File: config.mk
export PLATFORM = sky130hd
export DESIGN_NAME = irq_target_resolver
export DESIGN_NICKNAME = d
export VERILOG_FILES = /design/src/rtl/itr_pkg.sv /design/src/rtl/itr_match.sv /design/src/rtl/itr_shorthand.sv /design/src/rtl/itr_lowest_pick.sv /design/src/rtl/irq_target_resolver.sv
export SDC_FILE = /design/constraint.sdc
export NUM_CORES = 1
export LEC_CHECK = 0
export BUFFER_PORTS_ARGS = -buffer_cell sky130_fd_sc_hd__buf_2
export CORE_AREA = 4 4 244 246
export CTS_CLUSTER_DIAMETER = 60
export DETAILED_ROUTE_END_ITERATION = 16
export DIE_AREA = 0 0 248 250
export GPL_ROUTABILITY_DRIVEN = 0
export MAX_ROUTING_LAYER = met4
export SLEW_MARGIN = 20
export SYNTH_ARGS = -nofsm -noshare
export SYNTH_HDL_FRONTEND = slang
export SYNTH_SLANG_ARGS = --single-unit
export TNS_END_PERCENT = 1
File: constraint.sdc
create_clock -name clk_i -period 0.8 [get_ports clk_i]
set_clock_uncertainty 0.1 [all_clocks]
set_input_delay 0.04 -clock clk_i [delete_from_list [all_inputs] [get_ports clk_i]]
set_output_delay 0.04 -clock clk_i [all_outputs]
set_load 0.005 [all_outputs]
File: src/rtl/itr_pkg.sv
package itr_pkg;
  localparam int unsigned CMD_W  = 32;
  localparam int unsigned REG_W  = 32;
  localparam int unsigned SH_LSB = 18;
  localparam int unsigned LOG_BIT = 11;
  localparam int unsigned DLV_LSB = 8;

  typedef enum logic [1:0] {
    SH_DEST     = 2'd0,
    SH_SELF     = 2'd1,
    SH_ALL      = 2'd2,
    SH_OTHERS   = 2'd3
  } shorthand_e;

  localparam logic [2:0] DLV_LOWEST = 3'd1;
  localparam logic [3:0] FMT_FLAT    = 4'hF;
  localparam logic [3:0] FMT_CLUSTER = 4'h0;
endpackage

File: src/rtl/itr_match.sv
module itr_match
  import itr_pkg::*;
#(
  parameter int unsigned N_CTRL = 8,
  parameter int unsigned ID_W   = 8
) (
  input  logic [ID_W-1:0]         dest_i,
  input  logic                    logical_i,
  input  logic [N_CTRL*ID_W-1:0]  phys_id_i,
  input  logic [N_CTRL*REG_W-1:0] logid_reg_i,
  input  logic [N_CTRL*REG_W-1:0] fmt_reg_i,
  output logic [N_CTRL-1:0]       hit_o
);
  localparam int unsigned HALF = ID_W / 2;
  localparam logic [ID_W-1:0] BCAST = '1;

  logic bcast;
  assign bcast = (dest_i == BCAST);

  for (genvar g = 0; g < N_CTRL; g++) begin : g_ctrl
    logic [ID_W-1:0] pid, lid;
    logic [3:0]      fmt;
    logic            phys_hit, flat_hit, clus_hit;
    logic            unused_bits;

    assign pid = phys_id_i[g*ID_W +: ID_W];
    assign lid = logid_reg_i[g*REG_W + REG_W - ID_W +: ID_W];
    assign fmt = fmt_reg_i[g*REG_W + REG_W - 4 +: 4];
    assign unused_bits = ^{logid_reg_i[g*REG_W +: REG_W-ID_W],
                           fmt_reg_i[g*REG_W +: REG_W-4]};

    assign phys_hit = bcast || (pid == dest_i);
    assign flat_hit = (fmt == FMT_FLAT) && |(dest_i & lid);
    assign clus_hit = (fmt == FMT_CLUSTER) &&
                      (dest_i[ID_W-1:HALF] == lid[ID_W-1:HALF]) &&
                      |(dest_i[HALF-1:0] & lid[HALF-1:0]);

    assign hit_o[g] = logical_i ? (flat_hit || clus_hit) : phys_hit;

    // r5_: unsupported format model never matches in logical mode
    always_comb begin
      if (logical_i && fmt != FMT_FLAT && fmt != FMT_CLUSTER)
        p_bad_fmt_r5: assert (hit_o[g] == 1'b0 || $isunknown(fmt));
    end
  end
endmodule

File: src/rtl/itr_shorthand.sv
module itr_shorthand
  import itr_pkg::*;
#(
  parameter int unsigned N_CTRL = 8,
  localparam int unsigned SELF_W = (N_CTRL > 1) ? $clog2(N_CTRL) : 1
) (
  input  logic [1:0]        sh_i,
  input  logic [N_CTRL-1:0] hit_i,
  input  logic [SELF_W-1:0] self_idx_i,
  input  logic [N_CTRL-1:0] present_i,
  output logic [N_CTRL-1:0] mask_o
);
  logic [N_CTRL-1:0] self_oh, raw;

  assign self_oh = N_CTRL'(1) << self_idx_i;

  always_comb begin
    unique case (shorthand_e'(sh_i))
      SH_DEST:   raw = hit_i;
      SH_SELF:   raw = self_oh;
      SH_ALL:    raw = '1;
      SH_OTHERS: raw = ~self_oh;
      default:   raw = '0;
    endcase
  end

  assign mask_o = raw & present_i;
endmodule

File: src/rtl/itr_lowest_pick.sv
module itr_lowest_pick #(
  parameter int unsigned N_CTRL = 8
) (
  input  logic              en_i,
  input  logic [N_CTRL-1:0] mask_i,
  output logic [N_CTRL-1:0] mask_o
);
  logic [N_CTRL:0]   seen;
  logic [N_CTRL-1:0] first;

  assign seen[0] = 1'b0;
  for (genvar g = 0; g < N_CTRL; g++) begin : g_chain
    assign first[g]  = mask_i[g] & ~seen[g];
    assign seen[g+1] = seen[g] | mask_i[g];
  end

  assign mask_o = en_i ? first : mask_i;

  // r7_: reduced mask is a subset of the input and at most one-hot
  always_comb begin
    if (en_i) begin
      p_pick_onehot_r7: assert ($onehot0(mask_o) || $isunknown(mask_i));
      p_pick_subset_r7: assert (((mask_o & ~mask_i) == '0) || $isunknown(mask_i));
    end
  end
endmodule

File: src/rtl/irq_target_resolver.sv
module irq_target_resolver
  import itr_pkg::*;
#(
  parameter int unsigned N_CTRL = 8,
  parameter int unsigned ID_W   = 8,
  localparam int unsigned SELF_W = (N_CTRL > 1) ? $clog2(N_CTRL) : 1
) (
  input  logic                    clk_i,
  input  logic                    rst_ni,
  input  logic                    valid_i,
  input  logic [CMD_W-1:0]        cmd_i,
  input  logic [ID_W-1:0]         dest_i,
  input  logic [SELF_W-1:0]       self_idx_i,
  input  logic [N_CTRL-1:0]       present_i,
  input  logic [N_CTRL*ID_W-1:0]  phys_id_i,
  input  logic [N_CTRL*REG_W-1:0] logid_reg_i,
  input  logic [N_CTRL*REG_W-1:0] fmt_reg_i,
  output logic                    valid_o,
  output logic [N_CTRL-1:0]       mask_o
);
  logic [1:0]        sh;
  logic              logical;
  logic [2:0]        dlv;
  logic              lowest;
  logic [N_CTRL-1:0] hit, sel, picked;
  logic              unused_cmd;

  assign sh      = cmd_i[SH_LSB +: 2];
  assign logical = cmd_i[LOG_BIT];
  assign dlv     = cmd_i[DLV_LSB +: 3];
  assign lowest  = (dlv == DLV_LOWEST);
  assign unused_cmd = ^{cmd_i[CMD_W-1:SH_LSB+2], cmd_i[SH_LSB-1:LOG_BIT+1],
                        cmd_i[DLV_LSB-1:0]};

  itr_match #(.N_CTRL(N_CTRL), .ID_W(ID_W)) u_match (
    .dest_i      (dest_i),
    .logical_i   (logical),
    .phys_id_i   (phys_id_i),
    .logid_reg_i (logid_reg_i),
    .fmt_reg_i   (fmt_reg_i),
    .hit_o       (hit)
  );

  itr_shorthand #(.N_CTRL(N_CTRL)) u_sh (
    .sh_i       (sh),
    .hit_i      (hit),
    .self_idx_i (self_idx_i),
    .present_i  (present_i),
    .mask_o     (sel)
  );

  itr_lowest_pick #(.N_CTRL(N_CTRL)) u_pick (
    .en_i   (lowest),
    .mask_i (sel),
    .mask_o (picked)
  );

  always_ff @(posedge clk_i or negedge rst_ni) begin
    if (!rst_ni) begin
      valid_o <= 1'b0;
      mask_o  <= '0;
    end else begin
      valid_o <= valid_i;
      mask_o  <= valid_i ? picked : '0;
    end
  end

  logic [N_CTRL-1:0] self_bit;
  assign self_bit = N_CTRL'(1) << self_idx_i;

  p_valid_follow_r9: assert property (@(posedge clk_i) disable iff (!rst_ni)
    valid_i |=> valid_o);
  p_idle_clear_r9: assert property (@(posedge clk_i) disable iff (!rst_ni)
    !valid_o |-> (mask_o == '0));
  p_present_only_r8: assert property (@(posedge clk_i) disable iff (!rst_ni)
    valid_i |=> ((mask_o & ~$past(present_i)) == '0));
  p_self_only_r6: assert property (@(posedge clk_i) disable iff (!rst_ni)
    (valid_i && sh == 2'd1) |=> ((mask_o & ~$past(self_bit)) == '0));
  p_not_self_r6: assert property (@(posedge clk_i) disable iff (!rst_ni)
    (valid_i && sh == 2'd3) |=> ((mask_o & $past(self_bit)) == '0));
  p_lowest_single_r7: assert property (@(posedge clk_i) disable iff (!rst_ni)
    (valid_i && lowest) |=> $onehot0(mask_o));
endmodule

==> key figures, run 1 <==
Status
  • Status: finished with violations
  • Failing checks: hold timing, setup timing

Setup path
  • CP startpoint: dest_i[4]
  • Worst Path Max Fanout: 8
  • Data required time of the worst path: roughly 860 ps
  • Crit path capture: mask_o[6]
  • Crit path launch type: primary input
  • Crit path capture type: register
  • Arr. time, crit path: ~1900 ps
  • Crit path kind: primary input to register

Power and ir drop
  • Leak pwr: ~0.002 µW
  • VDD IR max: 0.0004887 V
  • Power density cells: 710.5 mW/mm²

Floorplan
  • Initial Util: 4.220%
  • Row Count: between 80 and 90
  • DIE AREA: ~0.062 mm²
  • Core Area: approximately 0.057 mm²
  • Num ports: roughly 640
  • Die X-Extent: around 250 µm
  • Die Y: about 250 µm

Yosys
  • Netlist cell types: 47
  • Count leader, synth: xnor2_1
  • Syn Inst Count: ~280
  • EDFF count, synth: 0
  • Area leader, netlist: xnor2_1
  • Ys async rst share: 100.0%
  • Synth Flop Type: dfrtp_1
  • Synth top area cells: xnor2_1 (22%), ha_1 (17%), dfrtp_1 (9.3%), nand4_1 (7.8%), nor4_1 (5.2%)
  • Syn Area/Cell: roughly 8.7 µm²
  • Synth Register Bits: 9
  • Syn nets: 941
  • Ys Warns: 0
  • Register area share after synthesis: about a tenth
  • Top-area cell type share of the netlist area: around 22%
  • Mapped Area: between 0.002 and 0.0025 mm²
  • Top cells by count, synth: xnor2_1 (60), ha_1 (32), nand4_1 (30), nor4_1 (20), nand2_1 (13)

Clock tree
  • Num Clock Sinks: 9
  • TritonCTS clock tree: built
  • Root Buffer: clkbuf_16
  • Max Buffers Root-to-Sink: 2
  • # hold bufs at CTS: 1
  • H-tree Lvls: 1
  • CTS Buf Count: 3
  • Clock slew at reported path FFs: ~40 ps

STA
  • Final hold vios: 1
  • WHS: -24.82 ps
  • Setup ws final: -1040 ps
  • Tcrit/Tclk final: 230.0%
  • Max-slew violations: 0
  • Fmax: 0.5436 GHz
  • Worst slew pin tran: 511.3 ps
  • Slew HR: 65.79%
  • Fin crit period: 1840 ps
  • Final Setup Violations: 17
  • RSZ-0062 raised after global routing: yes
  • Setup_tns: -8675 ps

GRT
  • Global-route wire length before repair: 24230 µm
  • GRT Residual Overflow: 0
  • GRT Total Usage: ~5.7%
  • Initial antenna violation count: 2
  • Largest net degree at the start of global routing: 14
  • Vias in the first global route: 3620

Route
  • Initial DRC count: between 150 and 200
  • Vias post-DR: 3390
  • WL/cell: about 14 µm
  • ANT nets after route: 0
  • Initial DRT Pass Iterations: 4
  • DRC violations left: 0
  • Via density: ~2.6
  • Total wire length: about 18000 µm

Placed design
  • Worst slack, placed: -1456 ps
  • I/O Buffers: 196
  • Final HPWL DP: 16150 µm

Job
  • Max_cap viols: 0

Finish
  • Fin nets: between 1000 and 1500
  • FF/Latch Area: between 200 and 250 µm²
  • Layout area overhead: 116.2%
  • Fillers: around 6700
  • Area of the multi-input gates: ~0.0023 mm²
  • Layout cells sized above 1: a little under 60%

Min path
  • Hold Crit Class: primary input to register
power breakdown:
part,internal [µW],total (µW),switching (µW)
Sequential,484,510,26.1
Clock,661,909,247
Combinational,1210,2300,1100
worst max-delay path: stages:
cell and delay (ps):
buf_12 120, buf_12 130, ha_4 200, or4_4 510, o211ai_2 160, a311oi_2 110
a211oi_2 340, o2111ai_2 170, o22ai_2 120
cell type report:
cell class	count	share of cell area, %
tap	765	18.28
clock buffer	3	1.434
clock inverter	1	0.09560
timing repair buffer	264	32.19
antenna	3	0.1434
sequential	9	4.302
inverter	2	0.1434
multi-input combinational	254	43.40
through the flow:
stage                     hold WS [ps]  total power [µW]  instances  instance area, µm²  utilization, %
after floorplan                 -355.6              1364        279                2462               -
after global placement          -178.9              2609       1288                4806           8.378
after detailed placement        -177.3              2607       1288                4806           8.378
after CTS                       -33.08              3706       1298                5162           8.999
after global routing            -26.51              3953       1299                5230           9.117
final                           -24.82              3720       1301                5235           9.126
registers in the layout, indices dropped and copies added, names as in the netlist:
signal	flops
mask_o	8
valid_o	1
how the worst min path moves through the flow:
stage	from	cells past startpoint	slack, ps	to
2_1_floorplan	rst_ni	0	-360	mask_o[0]
3_3_place_gp	rst_ni	1	-180	valid_o
3_5_place_dp	rst_ni	1	-180	valid_o
4_1_cts	valid_i	2	-30	valid_o
5_1_grt	valid_i	2	-30	valid_o
6_report	valid_i	2	-20	valid_o
cells in the final DEF (no fill, tap or decap), types with 9 or more instances in the layout:
cell,netlist,routed
nor4_1,20,17
buf_4,3,56
xnor2_1,60,59
nand2_1,13,13
dfrtp_1,9,9
buf_2,2,188
buf_12,1,9
xor2_1,10,10
o211ai_1,10,10
ha_1,32,23
buf_6,7,9
nand4_1,30,30
routing by layer:
metal	track usage, %	wire length, µm	vias to the layer above
li1	-	-	1618
met4	1.950	690	0
met3	1.730	1532	33
met1	6.545	7079	1537
met2	9.434	8470	202
met5	-	0	-
cell families (layout without fill, tap and decap cells):
family / Yosys count / count (layout) / synth area share [%]
other: 0 / 3 / 0
AND/OR/NAND/NOR: 99 / 99 / 24.70
AO/OA/AOI/OAI: 53 / 53 / 18.24
buffers and inverters: 16 / 270 / 5.892
adder cells (fa/ha/maj): 32 / 32 / 16.54
XOR/XNOR: 70 / 70 / 25.32
flip-flops: 9 / 9 / 9.302
what timing repair did:
item                                    CTS  global route
endpoints found under the setup margin   17            17
endpoints found under the hold margin    10             1
pin swaps                                27            18
gates resized for setup                  49            12
gates cloned                              1             0
buffers inserted                          4             0
No activity file was read; power rests on OpenSTA's default activity.
==> run 2, diff against run 1 <==
Settings changed: GPL_ROUTABILITY_DRIVEN 0 to default, REMOVE_ABC_BUFFERS from default to 1, SLEW_MARGIN 20 to 10.
==> key figures, run 2 (same netlist as run 1, synthesis figures left out) <==
STA
  • Fmax: roughly 0.54 GHz
  • RSZ-0062 raised after global routing: yes
  • Final Setup Violations: 17
  • Tcrit/Tclk final: 230.1%
  • WHS: just over 90 ps
  • Fin crit period: 1841 ps
  • Final hold vios: 0
  • Max-slew violations: 0
  • Worst slew pin tran: 419.5 ps
  • Setup ws final: -1041 ps
  • Slew HR: just over 70%

Setup path
  • Worst Path Buf+Inv: 1
  • Arr. time, crit path: between 1500 and 2000 ps
  • Crit path capture type: register
  • CP Depth: 8
  • Slowest cell on crit path: or4_4
  • CP max stage delay: roughly 530 ps
  • Data required time of the worst path: about 850 ps
  • Cell family with most CP delay: compound AO/OA/AOI/OAI gates
  • Crit path kind: primary input to register
  • Crit-path cells: buf_16 > ha_1 > or4_4 > o211ai_2 > a311oi_2 > a211oi_2 > o2111ai_2 > o22ai_2
  • Crit path launch type: primary input
  • Worst Path Max Fanout: 9

Placed design
  • I/O Buffers: approximately 200
  • Final HPWL DP: 18320 µm
  • RePlAce Congestion: approximately 0.83

Clock tree
  • CTS Buf Count: 3
  • Num Clock Sinks: 9
  • Clock slew at reported path FFs: ~40 ps
  • Root Buffer: clkbuf_16
  • Max Buffers Root-to-Sink: 2
  • TritonCTS clock tree: built
  • H-tree Lvls: 1

Min path
  • Hold path start: present_i[0]
  • Hold endpoint: mask_o[1]
  • Count of cells along the worst hold path: 3
  • Hold Crit Class: primary input to register

Finish
  • Largest reg by FF count: mask_o
  • Commonest cells after routing, fill and taps aside: buf_2 (187), xnor2_1 (58), buf_4 (56)
  • Layout area overhead: 121.4%
  • Fillers: 6639
  • Final Util: 9.346%
  • Fin nets: around 1200
  • Most common cell after layout, fill and taps aside: buf_2
  • FF/Latch Area: between 200 and 250 µm²
  • Max reg flops: 8
  • Largest regs: mask_o x8, valid_o x1
  • Layout cells sized above 1: 58.50%
  • Area of the multi-input gates: roughly 0.0023 mm²

Floorplan
  • DIE AREA: a little over 0.06 mm²
  • Row Count: 88
  • Initial Util: approximately 4.2%
  • Die Y: 250 µm
  • Die X-Extent: around 250 µm
  • Num ports: roughly 640
  • Core Area: 0.05737 mm²

GRT
  • Initial antenna violation count: 16
  • Vias in the first global route: ~3600
  • GRT met3 Usage: 1.633%
  • GRT Residual Overflow: 0
  • Most Used Layer, Global Route: met2
  • Global-route wire length before repair: approximately 27000 µm
  • GRT Total Usage: 6.566%
  • Largest net degree at the start of global routing: 14
  • Met2 Use GR: 10.23%
  • Met1 Use GR: between 8 and 9%

Job
  • Max_cap viols: 0

Route
  • Initial DRC count: 94
  • WL/cell: between 15 and 20 µm
  • Via density: 2.565
  • Vias post-DR: 3370
  • ANT nets after route: 0
  • Total wire length: 20550 µm
  • DRC violations left: 0
  • Initial DRT Pass Iterations: 4

Status
  • Failing checks: setup timing
  • Status: finished with violations

Power and ir drop
  • Power density cells: approximately 700 mW/mm²
  • Leak pwr: 0.002079 µW
  • VDD IR max: approximately 0.00041 V
run 2: cell types whose count changed in the layout (fill, tap and decap cells not counted), moves of 2 or more:
| cell | change |
|---|---|
| ha_4 | -2 |
| buf_12 | +3 |
| nor4_2 | +3 |
| nor4_1 | -3 |
| diode_2 | +11 |
| buf_6 | -5 |
run 2: worst max-delay path by stage:
stage	slack, ps	start	end
after global routing	-1160	dest_i[4]	mask_o[6]
after detailed placement	-1580	dest_i[5]	mask_o[7]
after CTS	-1050	dest_i[6]	mask_o[7]
after floorplan	-970	dest_i[5]	mask_o[6]
after global placement	-1540	dest_i[5]	mask_o[7]
final	-1040	dest_i[5]	mask_o[6]
run 2: layout make-up:
type | count | share of cell area (%)
multi-input cells | 254 | 42.52
repair buffers | 266 | 33.14
flip-flops and latches | 9 | 4.201
inverters | 2 | 0.1400
diodes | 14 | 0.6534
clock buffers | 3 | 1.400
well taps | 765 | 17.85
clock inverters | 1 | 0.09335
run 2: per-layer routing:
metal / vias up / wire, µm
li1: 1638 / -
met1: 1528 / 9878
met2: 188 / 9016
met3: 16 / 1435
met4: 0 / 217
met5: - / 0
run 2: metrics by stage:
stage	worst slack [ps]	area, µm²	total power [µW]	instances	setup TNS [ps]
2_1_floorplan	-969.2	2286	1205	265	-6534
3_3_place_gp	-1544	4795	2620	1287	-11260
3_5_place_dp	-1584	4795	2627	1287	-11560
4_1_cts	-1053	5241	3767	1300	-8546
5_1_grt	-1160	5344	4028	1307	-9309
6_report	-1041	5361	3745	1314	-8139
run 2: where the power goes:
part | internal, µW | leakage [µW] | switching [µW]
Sequential | 484 | 0.000119 | 12.3
Clock | 659 | 0.0000410 | 228
Combinational | 1260 | 0.00192 | 1110
run 2: repair_timing:
action                                 in CTS  in global routing
endpoints found under the hold margin      10                  0
pin swaps                                  25                 12
hold buffers                                2                  0
gates cloned                                2                  0
resized for setup                          50                 18
buffers inserted                            5                  0
setup endpoints to repair                  17                 17
run 2: tightest hold or removal path: stages:
cell and delay [ps]:
buf_2 80, and4_1 200, a211oi_2 70
